--- src/rtl/rxpk_pkg.sv ---
package rxpk_pkg;

    typedef enum logic {
        ORD_BIG    = 1'b0,
        ORD_LITTLE = 1'b1
    } rxpk_order_e;

    typedef enum logic [1:0] {
        PK_IDLE = 2'd0,
        PK_HALF = 2'd1
    } rxpk_state_e;

    // Place two bytes into a word; the first byte's half depends on order.
    function automatic logic [15:0] pack_pair(rxpk_order_e ord,
                                              logic [7:0] first,
                                              logic [7:0] second);
        return (ord == ORD_LITTLE) ? {second, first} : {first, second};
    endfunction

    // A lone byte is a pair whose second byte is zero.
    function automatic logic [15:0] pack_lone(rxpk_order_e ord, logic [7:0] first);
        return pack_pair(ord, first, 8'h00);
    endfunction

endpackage

--- src/rtl/rxpk_packer.sv ---
module rxpk_packer
    import rxpk_pkg::*;
(
    input  logic        clk,
    input  logic        rst_n,
    input  logic        soft_rst,
    input  logic        byte_valid,
    input  logic [7:0]  byte_in,
    input  logic        xfer_end,
    input  logic        order_sel,
    output logic        push,
    output logic [15:0] push_word
);

    rxpk_state_e state_q, state_d;
    logic [7:0]  hold_q,  hold_d;
    rxpk_order_e mode_q,  mode_d;

    // State register
    always_ff @(posedge clk or negedge rst_n) begin
        if (!rst_n) begin
            state_q <= PK_IDLE;
            hold_q  <= 8'h00;
            mode_q  <= ORD_BIG;
        end else if (soft_rst) begin
            state_q <= PK_IDLE;
            hold_q  <= 8'h00;
            mode_q  <= ORD_BIG;
        end else begin
            state_q <= state_d;
            hold_q  <= hold_d;
            mode_q  <= mode_d;
        end
    end

    // Transitions and outputs
    always_comb begin
        state_d   = state_q;
        hold_d    = hold_q;
        mode_d    = mode_q;
        push      = 1'b0;
        push_word = 16'h0000;
        unique case (state_q)
            PK_IDLE: begin
                if (byte_valid && xfer_end) begin
                    push      = 1'b1;
                    push_word = pack_lone(rxpk_order_e'(order_sel), byte_in);
                end else if (byte_valid) begin
                    hold_d  = byte_in;
                    mode_d  = rxpk_order_e'(order_sel);
                    state_d = PK_HALF;
                end
            end
            PK_HALF: begin
                if (byte_valid) begin
                    push      = 1'b1;
                    push_word = pack_pair(mode_q, hold_q, byte_in);
                    hold_d    = 8'h00;
                    state_d   = PK_IDLE;
                end else if (xfer_end) begin
                    push      = 1'b1;
                    push_word = pack_lone(mode_q, hold_q);
                    hold_d    = 8'h00;
                    state_d   = PK_IDLE;
                end
            end
            default: begin
                state_d = PK_IDLE;
            end
        endcase
        if (soft_rst) begin
            push = 1'b0;
        end
    end

endmodule

--- src/rtl/rxpk_fifo.sv ---
module rxpk_fifo #(
    parameter int DEPTH = 4,
    parameter int WIDTH = 16
) (
    input  logic             clk,
    input  logic             rst_n,
    input  logic             clr,
    input  logic             push,
    input  logic [WIDTH-1:0] push_word,
    input  logic             pop,
    output logic [WIDTH-1:0] head,
    output logic             empty,
    output logic             full,
    output logic             dropped
);

    localparam int PTR_W = (DEPTH > 1) ? $clog2(DEPTH) : 1;
    localparam int CNT_W = $clog2(DEPTH + 1);
    localparam logic [PTR_W-1:0] LAST  = PTR_W'(DEPTH - 1);
    localparam logic [CNT_W-1:0] CMAX  = CNT_W'(DEPTH);

    logic [WIDTH-1:0] mem [DEPTH];
    logic [PTR_W-1:0] wr_ptr, rd_ptr;
    logic [CNT_W-1:0] count;
    logic             accept, take;

    assign empty   = (count == '0);
    assign full    = (count == CMAX);
    assign accept  = push && !full;
    assign take    = pop && !empty;
    assign dropped = push && full;
    assign head    = empty ? '0 : mem[rd_ptr];

    function automatic logic [PTR_W-1:0] bump(logic [PTR_W-1:0] p);
        return (p == LAST) ? '0 : p + 1'b1;
    endfunction

    always_ff @(posedge clk or negedge rst_n) begin
        if (!rst_n) begin
            wr_ptr <= '0;
            rd_ptr <= '0;
            count  <= '0;
            for (int i = 0; i < DEPTH; i++) mem[i] <= '0;
        end else if (clr) begin
            wr_ptr <= '0;
            rd_ptr <= '0;
            count  <= '0;
            for (int i = 0; i < DEPTH; i++) mem[i] <= '0;
        end else begin
            if (accept) begin
                mem[wr_ptr] <= push_word;
                wr_ptr      <= bump(wr_ptr);
            end
            if (take) begin
                rd_ptr <= bump(rd_ptr);
            end
            unique case ({accept, take})
                2'b10:   count <= count + 1'b1;
                2'b01:   count <= count - 1'b1;
                default: count <= count;
            endcase
        end
    end

endmodule

--- src/rtl/rxpk_status.sv ---
module rxpk_status (
    input  logic clk,
    input  logic rst_n,
    input  logic soft_rst,
    input  logic dropped,
    input  logic empty,
    output logic overrun,
    output logic data_req
);

    always_ff @(posedge clk or negedge rst_n) begin
        if (!rst_n) begin
            overrun <= 1'b0;
        end else if (soft_rst) begin
            overrun <= 1'b0;
        end else if (dropped) begin
            overrun <= 1'b1;
        end
    end

    assign data_req = !empty;

endmodule

--- src/rtl/rx_pack_fifo.sv ---
module rx_pack_fifo #(
    parameter int DEPTH = 4
) (
    input  logic        clk,
    input  logic        rst_n,
    input  logic        soft_rst,
    input  logic        byte_valid,
    input  logic [7:0]  byte_in,
    input  logic        xfer_end,
    input  logic        order_sel,
    input  logic        rd_en,
    output logic [15:0] rd_data,
    output logic        empty,
    output logic        full,
    output logic        data_req,
    output logic        overrun
);

    logic        push;
    logic [15:0] push_word;
    logic        dropped;

    rxpk_packer u_packer (
        .clk        (clk),
        .rst_n      (rst_n),
        .soft_rst   (soft_rst),
        .byte_valid (byte_valid),
        .byte_in    (byte_in),
        .xfer_end   (xfer_end),
        .order_sel  (order_sel),
        .push       (push),
        .push_word  (push_word)
    );

    rxpk_fifo #(.DEPTH(DEPTH), .WIDTH(16)) u_fifo (
        .clk       (clk),
        .rst_n     (rst_n),
        .clr       (soft_rst),
        .push      (push),
        .push_word (push_word),
        .pop       (rd_en && !soft_rst),
        .head      (rd_data),
        .empty     (empty),
        .full      (full),
        .dropped   (dropped)
    );

    rxpk_status u_status (
        .clk      (clk),
        .rst_n    (rst_n),
        .soft_rst (soft_rst),
        .dropped  (dropped),
        .empty    (empty),
        .overrun  (overrun),
        .data_req (data_req)
    );

endmodule

--- config.mk ---
export PLATFORM = sky130hd
export DESIGN_NAME = rx_pack_fifo
export DESIGN_NICKNAME = d
export VERILOG_FILES = /design/src/rtl/rxpk_pkg.sv /design/src/rtl/rxpk_packer.sv /design/src/rtl/rxpk_fifo.sv /design/src/rtl/rxpk_status.sv /design/src/rtl/rx_pack_fifo.sv
export SDC_FILE = /design/constraint.sdc
export NUM_CORES = 1
export LEC_CHECK = 0
export BUFFER_PORTS_ARGS = -buffer_cell sky130_fd_sc_hd__buf_2
export CORE_MARGIN = 5
export CORE_UTILIZATION = 25
export CTS_CLUSTER_SIZE = 40
export DETAILED_ROUTE_END_ITERATION = 8
export SLEW_MARGIN = 20
export SYNTH_ARGS = -nofsm -noshare
export SYNTH_HDL_FRONTEND = slang
export SYNTH_HIERARCHICAL = 1
export SYNTH_SLANG_ARGS = --single-unit
--- constraint.sdc ---
create_clock -name clk -period 2.25 [get_ports clk]
set_input_delay 0.225 -clock clk [delete_from_list [all_inputs] [get_ports clk]]
set_output_delay 0.225 -clock clk [all_outputs]
set_load 0.005 [all_outputs]
==> metrics <==
status finished, violations left; failing checks negative hold slack; CP endpoint kind output pin; Final GP Congestion 0.7388; leading area contributor after synthesis dfrtp_1; area delta synth->final 15.05%; DR iter-0 viols between 200 and 300; ratio of final minimum period to clock period 0.8986; HPWL after DPL 7285 µm; sequential share of the synthesized area 0.4631; pre-CTS setup slack 0.1943 ns; Synth Area per Inst 11.33 µm²; # setup viols final 0; IO Pins 35; Clock Tree Root clkbuf_16; H-Tree Depth 3; min-delay worst type input port to asynchronous set/reset pin; first-pass iteration count of the detailed router 5; TritonCTS buffer count 9; first-pass GRT wire length 17680 µm; crit path launch type register; Critical Path AT 1.80 ns; top-count cell post-synth dfrtp_1; post-synth top area share 0.4631; # hold bufs at CTS 0; commonest cells in the netlist 82 x dfrtp_1, 73 x nor2_1, 66 x mux2i_1; hold slack -0.006974 ns; gr ovfl total 0; Antenna Cells 0; aggregate global-route resource usage 0.1103; # clock sinks 82; ANT nets after route 0; slowest CP cell dfrtp_1; Synthesis Warnings 6; initial antenna violation count 0; die area 20480 µm²; min Tclk post-route 2.022 ns; Total Routed Length around 11000 µm; Synth area leaders dfrtp_1 46%, mux2i_1 15%, mux4_2 8.1%, nor2_1 6.2%, a22o_1 3.2%; FF+latch count, synth 82; final hold vios 3; layout cell share with drive strength beyond 1 0.2066; critical path class register to output pin; Max stage delay on crit path around 0.66 ns; Post-Syn Nets 412; CTS tree built; skew final about 0.0055 ns; post-CTS resize count 0; Reg clk slew, reported paths 0.06 ns; placed insts 635; Crit path max-delay family flip-flops; WP buf/inv 2; largest net degree at the start of global routing 83; number of global-route vias before repair around 3200; setup TNS 0 ns; CP required 2.03 ns; Initial Utilization 0.2553; IO buf count 34; wire per inst 16.63 µm; actual slew at the worst max-slew pin slightly below 0.9 ns; final setup margin 0.2282 ns; CTS max path bufs 2; final core utilization 0.2937; core area 17360 µm²; ys flop type dfrtp_1; Synth Cell Area 4430 µm²; RSZ-0062 raised after global routing no; Via density 4.760; gate count after technology mapping 391; Clock Latency Late Sink 0.34 ns; number of cell rows 48; EDFF count, synth 0; final cell count without fillers 651; post-synth cell types 40; Via Count about 3100; Post-synth ARST share 1.000; Pwr Density 667.3 nW/µm²; P_leak 2.178 nW; Max Cap Violations 0; count of pins over their slew limit 0; Final #Nets 442; die width 143.1 µm; max_slew headroom 0.4202; DRC Markers 0; Die H 143.1 µm; Cell Chain, Critical Path buf_12 > mux4_2 > nor2b_1 > buf_2; Fmax roughly 490 MHz; Max Fanout on Critical Path 10; Worst VDD drop 0.3575 mV; total setup buffers inserted after CTS 0
==> worst paths after layout <==
path                       slack [ns]                            start                         endpoint  cells past startpoint
min                            -0.007                            rst_n       u_fifo/mem[42]$_DFFE_PN0P_                      1
max in group asynchronous        1.53                            rst_n       u_fifo/mem[57]$_DFFE_PN0P_                      2
max                              0.23     u_fifo/rd_ptr[1]$_DFFE_PN0P_                       rd_data[5]                      4
min in group clk                 0.17                         xfer_end  u_packer/state_q[0]$_DFFE_PN0P_                      2
min reg2reg                      0.51     u_status/overrun$_DFFE_PN0P_     u_status/overrun$_DFFE_PN0P_                      1
max reg2reg                      0.27  u_packer/state_q[0]$_DFFE_PN0P_      u_fifo/count[1]$_DFFE_PN0P_                      6
==> area by class of cell <==
class	count	area [µm²]
fillers	1768	12260
multi-input cells	271	2127
flip-flops and latches	82	2052
repair buffers	48	290.3
well taps	225	281.5
clock buffers	11	252.7
clock inverters	5	60.06
inverters	9	33.78
==> cell families (layout without fill, tap and decap cells) <==
logic type	Yosys count	count (layout)	synth area share
and+or+nand+nor	129	129	0.1446
muxes	82	82	0.2304
DFF	82	82	0.4631
AOI/OAI and AO/OA	51	51	0.07936
buffers and inverters	38	73	0.05789
adders and majority gates	6	6	0.01864
xor gates and xnor gates	3	3	0.005932
==> cell usage in the layout, fill, tap and decap left out, types with 2 or more instances in the layout <==
| cell | n |
|---|---|
| nand2b_1 | 3 |
| and3_1 | 5 |
| clkbuf_8 | 2 |
| a22o_1 | 16 |
| dfrtp_1 | 82 |
| ha_1 | 5 |
| nor2_1 | 73 |
| clkbuf_16 | 9 |
| inv_1 | 9 |
| nor3b_4 | 2 |
| buf_2 | 33 |
| buf_4 | 14 |
| o21ai_0 | 11 |
| nor2b_1 | 17 |
| nor2b_4 | 2 |
| inv_6 | 2 |
| nor3_1 | 3 |
| mux4_2 | 16 |
| nand2_1 | 7 |
| xnor2_1 | 2 |
| nand3_1 | 10 |
| a32o_1 | 3 |
| mux2i_1 | 66 |
| a21oi_1 | 15 |
==> through the flow <==
stage,hold slack [ns],power (mW),area (µm²)
CTS,0.03183,3.441,5097
global placement,0.3831,1.887,4785
floorplan,-0.07059,1.764,4431
detailed placement,0.3964,1.897,4785
global route,0.06976,3.546,5097
finish,-0.006974,3.402,5097
==> report_power, final <==
| part | switching, mW | leakage, nW | total, mW | internal [mW] |
|---|---|---|---|---|
| Clock | 0.611 | 0.153 | 1.54 | 0.926 |
| Sequential | 0.0226 | 1.14 | 1.52 | 1.49 |
| Combinational | 0.226 | 0.885 | 0.348 | 0.122 |
==> sequential cells by signal, indices dropped and copies added, names as in the netlist <==
signal            cells
u_status/overrun      1
u_packer/mode_q       1
u_fifo/mem           64
u_fifo/count          3
u_packer/hold_q       8
u_fifo/wr_ptr         2
u_packer/state_q      1
u_fifo/rd_ptr         2
==> metal layers <==
metal,part of all wire,global-route usage,vias to the layer above
met5,0,0,-
met4,0.021,0.03802,0
met3,0.055,0.02646,25
met2,0.48,0.1758,97
met1,0.44,0.1470,1545
li1,-,-,1432
No activity file was read; power rests on OpenSTA's default activity.
